==> config.mk <==
export PLATFORM = sky130hd
export DESIGN_NAME = irq_prio_ctrl
export DESIGN_NICKNAME = d
export VERILOG_FILES = /design/src/rtl/irq_prio_pkg.sv /design/src/rtl/irq_ext_sense.sv /design/src/rtl/irq_arbiter.sv /design/src/rtl/irq_nest_track.sv /design/src/rtl/irq_prio_ctrl.sv
export SDC_FILE = /design/constraint.sdc
export NUM_CORES = 1
export LEC_CHECK = 0
export CORE_ASPECT_RATIO = 1.25
export CORE_MARGIN = 2
export CORE_UTILIZATION = 47
export CTS_CLUSTER_DIAMETER = 30
export CTS_CLUSTER_SIZE = 24
export DETAILED_ROUTE_END_ITERATION = 10
export GPL_TIMING_DRIVEN = 0
export PLACE_DENSITY = 0.82
export SLEW_MARGIN = 25
export SYNTH_ARGS = -nofsm -noshare
export SYNTH_HDL_FRONTEND = slang
export SYNTH_SLANG_ARGS = --single-unit
==> constraint.sdc <==
create_clock -name clk -period 3.44 [get_ports clk]
set_input_delay 0.516 -clock clk [delete_from_list [all_inputs] [get_ports clk]]
set_output_delay 0.516 -clock clk [all_outputs]
set_load 0.01 [all_outputs]
==> src/rtl/irq_prio_pkg.sv <==
package irq_prio_pkg;
  localparam int unsigned NUM_SRC = 12;
  localparam int unsigned NUM_EXT = 2;
  localparam int unsigned NUM_LVL = 4;
  localparam int unsigned IDX_W   = $clog2(NUM_SRC);
  localparam int unsigned LVL_W   = $clog2(NUM_LVL);

  typedef enum logic [IDX_W-1:0] {
    SRC_PIN0  = 4'd0,
    SRC_PIN1  = 4'd1,
    SRC_TMR0  = 4'd2,
    SRC_TMR1  = 4'd3,
    SRC_STX   = 4'd4,
    SRC_SRX   = 4'd5,
    SRC_SCOMB = 4'd6,
    SRC_BOD   = 4'd7,
    SRC_WDRT  = 4'd8,
    SRC_I2C   = 4'd9,
    SRC_KBD   = 4'd10,
    SRC_CMP   = 4'd11
  } src_id_e;
endpackage

==> src/rtl/irq_ext_sense.sv <==
module irq_ext_sense (
  input  logic clk,
  input  logic rst_n,
  input  logic pin_n,
  input  logic edge_mode,
  input  logic ack,
  output logic req
);
  logic pin_q, pin_qq, flag_q;
  logic flag_d, fall;

  assign fall = pin_qq & ~pin_q;

  always_comb begin
    flag_d = flag_q;
    if (!edge_mode) begin
      flag_d = 1'b0;
    end else begin
      if (ack)  flag_d = 1'b0;
      if (fall) flag_d = 1'b1;
    end
  end

  always_ff @(posedge clk or negedge rst_n) begin
    if (!rst_n) begin
      pin_q  <= 1'b1;
      pin_qq <= 1'b1;
      flag_q <= 1'b0;
    end else begin
      pin_q  <= pin_n;
      pin_qq <= pin_q;
      flag_q <= flag_d;
    end
  end

  assign req = edge_mode ? flag_q : ~pin_q;
endmodule

==> src/rtl/irq_arbiter.sv <==
module irq_arbiter #(
  parameter int unsigned NUM_SRC = 12,
  parameter int unsigned NUM_LVL = 4,
  localparam int unsigned IDX_W  = $clog2(NUM_SRC),
  localparam int unsigned LVL_W  = $clog2(NUM_LVL)
) (
  input  logic [NUM_SRC-1:0] pend,
  input  logic [NUM_SRC-1:0] prio_hi,
  input  logic [NUM_SRC-1:0] prio_lo,
  output logic               cand_vld,
  output logic [IDX_W-1:0]   cand_idx,
  output logic [LVL_W-1:0]   cand_lvl
);
  logic [LVL_W-1:0] src_lvl [NUM_SRC];

  for (genvar g = 0; g < NUM_SRC; g++) begin : g_lvl
    assign src_lvl[g] = {prio_hi[g], prio_lo[g]};
  end

  always_comb begin
    cand_vld = 1'b0;
    cand_idx = '0;
    cand_lvl = '0;
    for (int l = NUM_LVL - 1; l >= 0; l--) begin
      if (!cand_vld) begin
        for (int i = NUM_SRC - 1; i >= 0; i--) begin
          if (pend[i] && src_lvl[i] == LVL_W'(l)) begin
            cand_vld = 1'b1;
            cand_idx = IDX_W'(i);
            cand_lvl = LVL_W'(l);
          end
        end
      end
    end
  end
endmodule

==> src/rtl/irq_nest_track.sv <==
module irq_nest_track #(
  parameter int unsigned NUM_LVL = 4,
  localparam int unsigned LVL_W  = $clog2(NUM_LVL)
) (
  input  logic               clk,
  input  logic               rst_n,
  input  logic               take,
  input  logic [LVL_W-1:0]   take_lvl,
  input  logic               reti,
  output logic [NUM_LVL-1:0] isr_q,
  output logic               busy,
  output logic [LVL_W-1:0]   top_lvl
);
  logic [NUM_LVL-1:0] isr_d;

  always_comb begin
    top_lvl = '0;
    for (int l = 0; l < NUM_LVL; l++) begin
      if (isr_q[l]) top_lvl = LVL_W'(l);
    end
  end

  assign busy = |isr_q;

  always_comb begin
    isr_d = isr_q;
    if (reti) begin
      if (busy) isr_d[top_lvl] = 1'b0;
    end else if (take) begin
      isr_d[take_lvl] = 1'b1;
    end
  end

  always_ff @(posedge clk or negedge rst_n) begin
    if (!rst_n) isr_q <= '0;
    else        isr_q <= isr_d;
  end
endmodule

==> src/rtl/irq_prio_ctrl.sv <==
module irq_prio_ctrl
  import irq_prio_pkg::*;
#(
  parameter int unsigned N_SRC = NUM_SRC,
  parameter int unsigned N_EXT = NUM_EXT,
  parameter int unsigned N_LVL = NUM_LVL,
  localparam int unsigned IW   = $clog2(N_SRC),
  localparam int unsigned LW   = $clog2(N_LVL)
) (
  input  logic             clk,
  input  logic             rst_n,
  input  logic [N_EXT-1:0] ext_pin_n,
  input  logic [N_EXT-1:0] ext_edge,
  input  logic [N_SRC-N_EXT-1:0] per_req,
  input  logic [N_SRC-1:0] src_en,
  input  logic             glb_en,
  input  logic [N_SRC-1:0] prio_hi,
  input  logic [N_SRC-1:0] prio_lo,
  input  logic             insn_bnd,
  input  logic             reti,
  input  logic             low_pwr,
  output logic             irq,
  output logic [IW-1:0]    irq_vec,
  output logic [LW-1:0]    irq_lvl,
  output logic             wake
);
  logic [N_EXT-1:0] ext_req;
  logic [N_SRC-1:0] pend;
  logic             cand_vld;
  logic [IW-1:0]    cand_idx;
  logic [LW-1:0]    cand_lvl;
  logic [N_LVL-1:0] isr_vec;
  logic             isr_busy;
  logic [LW-1:0]    isr_top;
  logic             take;
  logic             irq_q, irq_d;
  logic [IW-1:0]    vec_q, vec_d;
  logic [LW-1:0]    lvl_q, lvl_d;

  for (genvar g = 0; g < N_EXT; g++) begin : g_ext
    irq_ext_sense u_sense (
      .clk       (clk),
      .rst_n     (rst_n),
      .pin_n     (ext_pin_n[g]),
      .edge_mode (ext_edge[g]),
      .ack       (take && cand_idx == IW'(g)),
      .req       (ext_req[g])
    );
  end

  assign pend = {per_req, ext_req} & src_en & {N_SRC{glb_en}};

  irq_arbiter #(.NUM_SRC(N_SRC), .NUM_LVL(N_LVL)) u_arb (
    .pend     (pend),
    .prio_hi  (prio_hi),
    .prio_lo  (prio_lo),
    .cand_vld (cand_vld),
    .cand_idx (cand_idx),
    .cand_lvl (cand_lvl)
  );

  assign take = insn_bnd && !reti && cand_vld && (!isr_busy || cand_lvl > isr_top);

  irq_nest_track #(.NUM_LVL(N_LVL)) u_nest (
    .clk      (clk),
    .rst_n    (rst_n),
    .take     (take),
    .take_lvl (cand_lvl),
    .reti     (reti),
    .isr_q    (isr_vec),
    .busy     (isr_busy),
    .top_lvl  (isr_top)
  );

  always_comb begin
    irq_d = take;
    vec_d = vec_q;
    lvl_d = lvl_q;
    if (take) begin
      vec_d = cand_idx;
      lvl_d = cand_lvl;
    end
  end

  always_ff @(posedge clk or negedge rst_n) begin
    if (!rst_n) begin
      irq_q <= 1'b0;
      vec_q <= '0;
      lvl_q <= '0;
    end else begin
      irq_q <= irq_d;
      vec_q <= vec_d;
      lvl_q <= lvl_d;
    end
  end

  assign irq     = irq_q;
  assign irq_vec = vec_q;
  assign irq_lvl = lvl_q;
  assign wake    = low_pwr && glb_en && |(ext_req & src_en[N_EXT-1:0]);
endmodule

==> metrics.md <==
| Metric | Value |
|---|---|
| Run status | finished, final reports clean |
| # nets final | 389 |
| Total core area | 3850 sq um |
| Most frequent standard cell in the layout excluding fill and tap cells | sky130_fd_sc_hd__clkdlybuf4s50_1 |
| Launch point of the worst hold path | g_ext[1].u_sense.pin_q |
| CTS tree | yes |
| Pin count of the biggest net entering global routing | 18 |
| Initial antenna violation count | 0 |
| Routed length per instance | roughly 17 um |
| Number of endpoints failing setup at the final stage | 0 |
| Starting DRT DRC Count | 183 |
| Buffers from clock root to sink, at most | 2 |
| Endpoint of the most critical register-to-register path | irq_vec[0] |
| Final Max Tran Viols | 0 |
| Remaining global-route overflow | 0 |
| Worst relative slew slack | 51.0% |
| Met2 track demand over resource in global routing | between 50% and 60% |
| Final clock skew | 0.000838 ns |
| Wire length of the first global-routing pass | ~9600 um |
| Largest vdd supply drop | 0.131 mV |
| Largest fanout on the critical path | 4 |
| Final sum of negative setup slack | 0 ns |
| Number of buffer and inverter instances along the worst setup path | 3 |
| # IOs | 64 |
| Total routed wirelength | about 6300 um |
| Critical Path Max Stage Delay | roughly 0.53 ns |
| HP Class | register to register |
| Crit end category | register |
| Top_reg_cell synth | sky130_fd_sc_hd__dfrtp_1 |
| Initial core utilization | 49.7% |
| FF+latch count, synth | 17 |
| Required time at the endpoint of the critical path | approximately 3.6 ns |
| Worst-case register-to-register setup slack | around 0.32 ns |
| Slew of the pin with the lowest slew margin | 0.733 ns |
| Leakage power figure | 1.27 nW |
| Crit path from | per_req[2] |
| Most common cell type on the critical path | sky130_fd_sc_hd__and3_4 |
| Via count of the first global-routing pass | between 2000 and 2500 |
| Post-synth ARST share | 100% |
| Distinct cell type count after synthesis | 56 |
| Average vias per placed instance | about 6.3 |
| Post-DP HPWL | between 4000 and 5000 um |
| Overall power after layout | about 0.00094 W |
| ANT nets after route | 0 |
| Switching power share of the total | a little over a third |
| Critical-path cell list | dlygate4sd2_1, and3_4, and3_4, or4_4, nor4_4, buf_4, nand2_4, ha_4, nor2b_2, o21ai_2, a21oi_2, o31a_1, buf_6, mux2_2 |
| Site row count | 25 |
| Total internal power | a little over 0.0006 W |
| Yosys warning count | 0 |
| Synthesized instance count | between 200 and 250 |
| Power share of the sequential group | 30.3% |
| Clock transition at the register clock pins on the worst setup and hold paths after CTS | 0.06 ns |
| Number of buffers created by CTS | 3 |
| Met1 usage in global routing | about 30% |
| Die Outline Area | between 4000 and 5000 sq um |
| Commonest cells after routing, fill and taps aside | sky130_fd_sc_hd__clkdlybuf4s50_1 (48), sky130_fd_sc_hd__nand2_1 (19), sky130_fd_sc_hd__nand3_1 (15), sky130_fd_sc_hd__nor2_1 (15) |
| Critical path launch point type | input pin |
| WP depth | 14 |
| Sw Pwr | 0.000334 W |
| Part of the power in combinational logic | a little over half |
| DRC violations left | 0 |
| Reg-to-reg critical path startpoint | g_ext[1].u_sense.pin_q |
| Final period demand of the worst path | about 3.4 ns |
| Max H-tree Level | 1 |
| Port buffer count | 63 |
| GR Util All Layers | approximately 27% |
| Setup CP Type | input pin to register |
| Met3 usage in global routing | under 10% |
| Largest delay contributor family on the critical path | simple AND/OR/NAND/NOR gates |
| Root Driver | sky130_fd_sc_hd__clkbuf_8 |
| Average instance area after synthesis | about 7.7 sq um |
| Final hold vios | 0 |
| Worst r2r path cells | 13 |
| Maxcap violations | 0 |
| Slowest cell on the critical path | sky130_fd_sc_hd__or4_4 |
| Clock share of power | between 10% and 20% |
| Die extent in x | just over 60 um |
| Via count | 2404 |
| Arrival @ worst endpoint | around 3.6 ns |
| Detailed-routing iteration count for the pre-antenna-repair pass | 4 |
| Upper clock frequency limit | between 200 and 300 MHz |
| Height of the chip | around 75 um |
| Source-to-sink clock delay at the later pin of the worst-skew pair | around 0.25 ns |
| Final worst hold slack | between 0.3 and 0.4 ns |
| Count of antenna diodes in the layout | 0 |
| Fraction of final layout cells sized beyond drive strength 1 | between 20% and 30% |
| Total clock sinks | 17 |
| Post-synthesis to final-layout area growth | 52.5% |
| P per Cell Area | 322 nW/um^2 |
| Grt peak-use layer | met2 |
| Post-Synthesis Net Count | between 300 and 400 |
| Timing endpoint of the critical path | irq_vec[0] |
| Post-synthesis sequential area ratio | between 20% and 30% |
| Final weighted congestion in routability-driven placement | just under 1 |
| Final worst-path cycle share | between 90% and 100% |
| Netlist Area Pre-Place | between 1500 and 2000 sq um |
| EDFF count, synth | 0 |
[cells in the mapped netlist, types with 2 or more instances]
master,n,area share [%]
sky130_fd_sc_hd__nand2_1,21,4.1
sky130_fd_sc_hd__nor2_1,17,3.3
sky130_fd_sc_hd__nand3_1,16,4.2
sky130_fd_sc_hd__inv_1,14,2.7
sky130_fd_sc_hd__dfrtp_1,13,17
sky130_fd_sc_hd__a21oi_1,12,3.1
sky130_fd_sc_hd__o21ai_0,12,3.1
sky130_fd_sc_hd__and3_1,10,3.3
sky130_fd_sc_hd__nand4_1,10,3.3
sky130_fd_sc_hd__a31oi_1,8,2.6
sky130_fd_sc_hd__o211ai_1,8,3.1
sky130_fd_sc_hd__and4b_1,7,3.7
sky130_fd_sc_hd__nand2b_1,6,2.0
sky130_fd_sc_hd__o22ai_1,6,2.0
sky130_fd_sc_hd__a211oi_1,4,1.6
sky130_fd_sc_hd__a22o_1,4,1.8
sky130_fd_sc_hd__dfstp_2,4,5.5
sky130_fd_sc_hd__nor2b_1,4,1.3
sky130_fd_sc_hd__or2_2,4,1.3
sky130_fd_sc_hd__a22oi_1,3,1.2
sky130_fd_sc_hd__and2_1,3,0.98
sky130_fd_sc_hd__and3b_1,3,1.4
sky130_fd_sc_hd__mux2_2,3,1.8
sky130_fd_sc_hd__nand3b_1,3,1.2
sky130_fd_sc_hd__nand4b_1,3,1.4
sky130_fd_sc_hd__nor4_1,3,0.98
sky130_fd_sc_hd__o31a_1,3,1.4
sky130_fd_sc_hd__or3_1,3,0.98
sky130_fd_sc_hd__a211o_1,2,0.92
sky130_fd_sc_hd__a21boi_0,2,0.78
sky130_fd_sc_hd__a311oi_1,2,0.92
sky130_fd_sc_hd__a32oi_1,2,0.92
sky130_fd_sc_hd__buf_2,2,0.52
sky130_fd_sc_hd__buf_6,2,1.2
sky130_fd_sc_hd__ha_1,2,1.3
sky130_fd_sc_hd__nor3_1,2,0.52
sky130_fd_sc_hd__nor3b_1,2,0.78
sky130_fd_sc_hd__o2111ai_1,2,0.92
sky130_fd_sc_hd__o21a_1,2,0.78
sky130_fd_sc_hd__o22a_1,2,0.92
sky130_fd_sc_hd__o31ai_1,2,0.78
[cell type report]
cell class              count  area (sq um)
clock buffers               3          41.3
clock inverters             1          5.00
repair buffers             78           748
fillers                   306           931
plain buffers               4          32.5
multi-input cells         213          1540
inverters                  14          52.6
flip-flops and latches     17           430
well taps                  54          67.6
[logic make-up (layout without fill, tap and decap cells)]
logic type	after synthesis	after routing	synth area share [%]
and+or+nand+nor	124	124	39.1
buffers and inverters	18	100	4.45
DFF	17	17	22.5
adders and majority gates	2	2	1.31
AOI/OAI and AO/OA	84	84	30.9
muxes	3	3	1.77
[flip-flops by register name, indices dropped and copies added (netlist names)]
name / count
irq_vec: 4
u_nest.isr_q: 4
g_ext.u_sense.flag_q: 2
g_ext.u_sense.pin_q: 2
g_ext.u_sense.pin_qq: 2
irq_lvl: 2
irq: 1
[stage by stage]
| step | utilization, % | area (sq um) | setup WS [ns] | cells |
|---|---|---|---|---|
| 6_report | 75.8 | 2920 | 0.0217 | 384 |
| 3_5_place_dp | 67.9 | 2610 | -0.870 | 365 |
| 4_1_cts | 73.1 | 2810 | 0.0359 | 381 |
| 5_1_grt | 75.8 | 2920 | -0.0282 | 384 |
| 2_1_floorplan | - | 1910 | 0.186 | 248 |
| 3_3_place_gp | 67.9 | 2610 | -0.756 | 365 |
[metal layers]
metal | up-vias | wire, um | part of all wire (%)
met3 | 20 | 262 | 4.1
li1 | 1156 | - | -
met1 | 1130 | 2490 | 39
met4 | 0 | 252 | 4.0
met5 | - | 0 | 0
met2 | 98 | 3340 | 53
[repair_timing]
| action | in CTS | in global routing |
|---|---|---|
| resized for setup | 26 | 30 |
| endpoints found under the setup margin | 13 | 11 |
| pin swaps | 10 | 18 |
| cloned | 0 | 0 |
| hold buffers | 0 | 0 |
| setup buffers | 12 | 3 |
[power by group through the flow]
stage | sequential [W] | combinational (W) | clock, W
after floorplan | 0.000301 | 0.000210 | 0
after global placement | 0.000285 | 0.000422 | 0
after detailed placement | 0.000287 | 0.000433 | 0
after CTS | 0.000283 | 0.000479 | 0.000147
after global routing | 0.000289 | 0.000553 | 0.000159
final | 0.000284 | 0.000508 | 0.000146
[how the worst min path moves through the flow]
| stage | endpoint | cells after the start |
|---|---|---|
| finish | g_ext[1].u_sense.pin_qq | 0 |
| global route | g_ext[1].u_sense.pin_qq | 0 |
| CTS | g_ext[1].u_sense.pin_qq | 0 |
| detailed placement | g_ext[1].u_sense.pin_qq | 0 |
| global placement | g_ext[1].u_sense.pin_qq | 0 |
| floorplan | g_ext[0].u_sense.flag_q | 0 |
No activity file was read; power rests on OpenSTA's default activity.
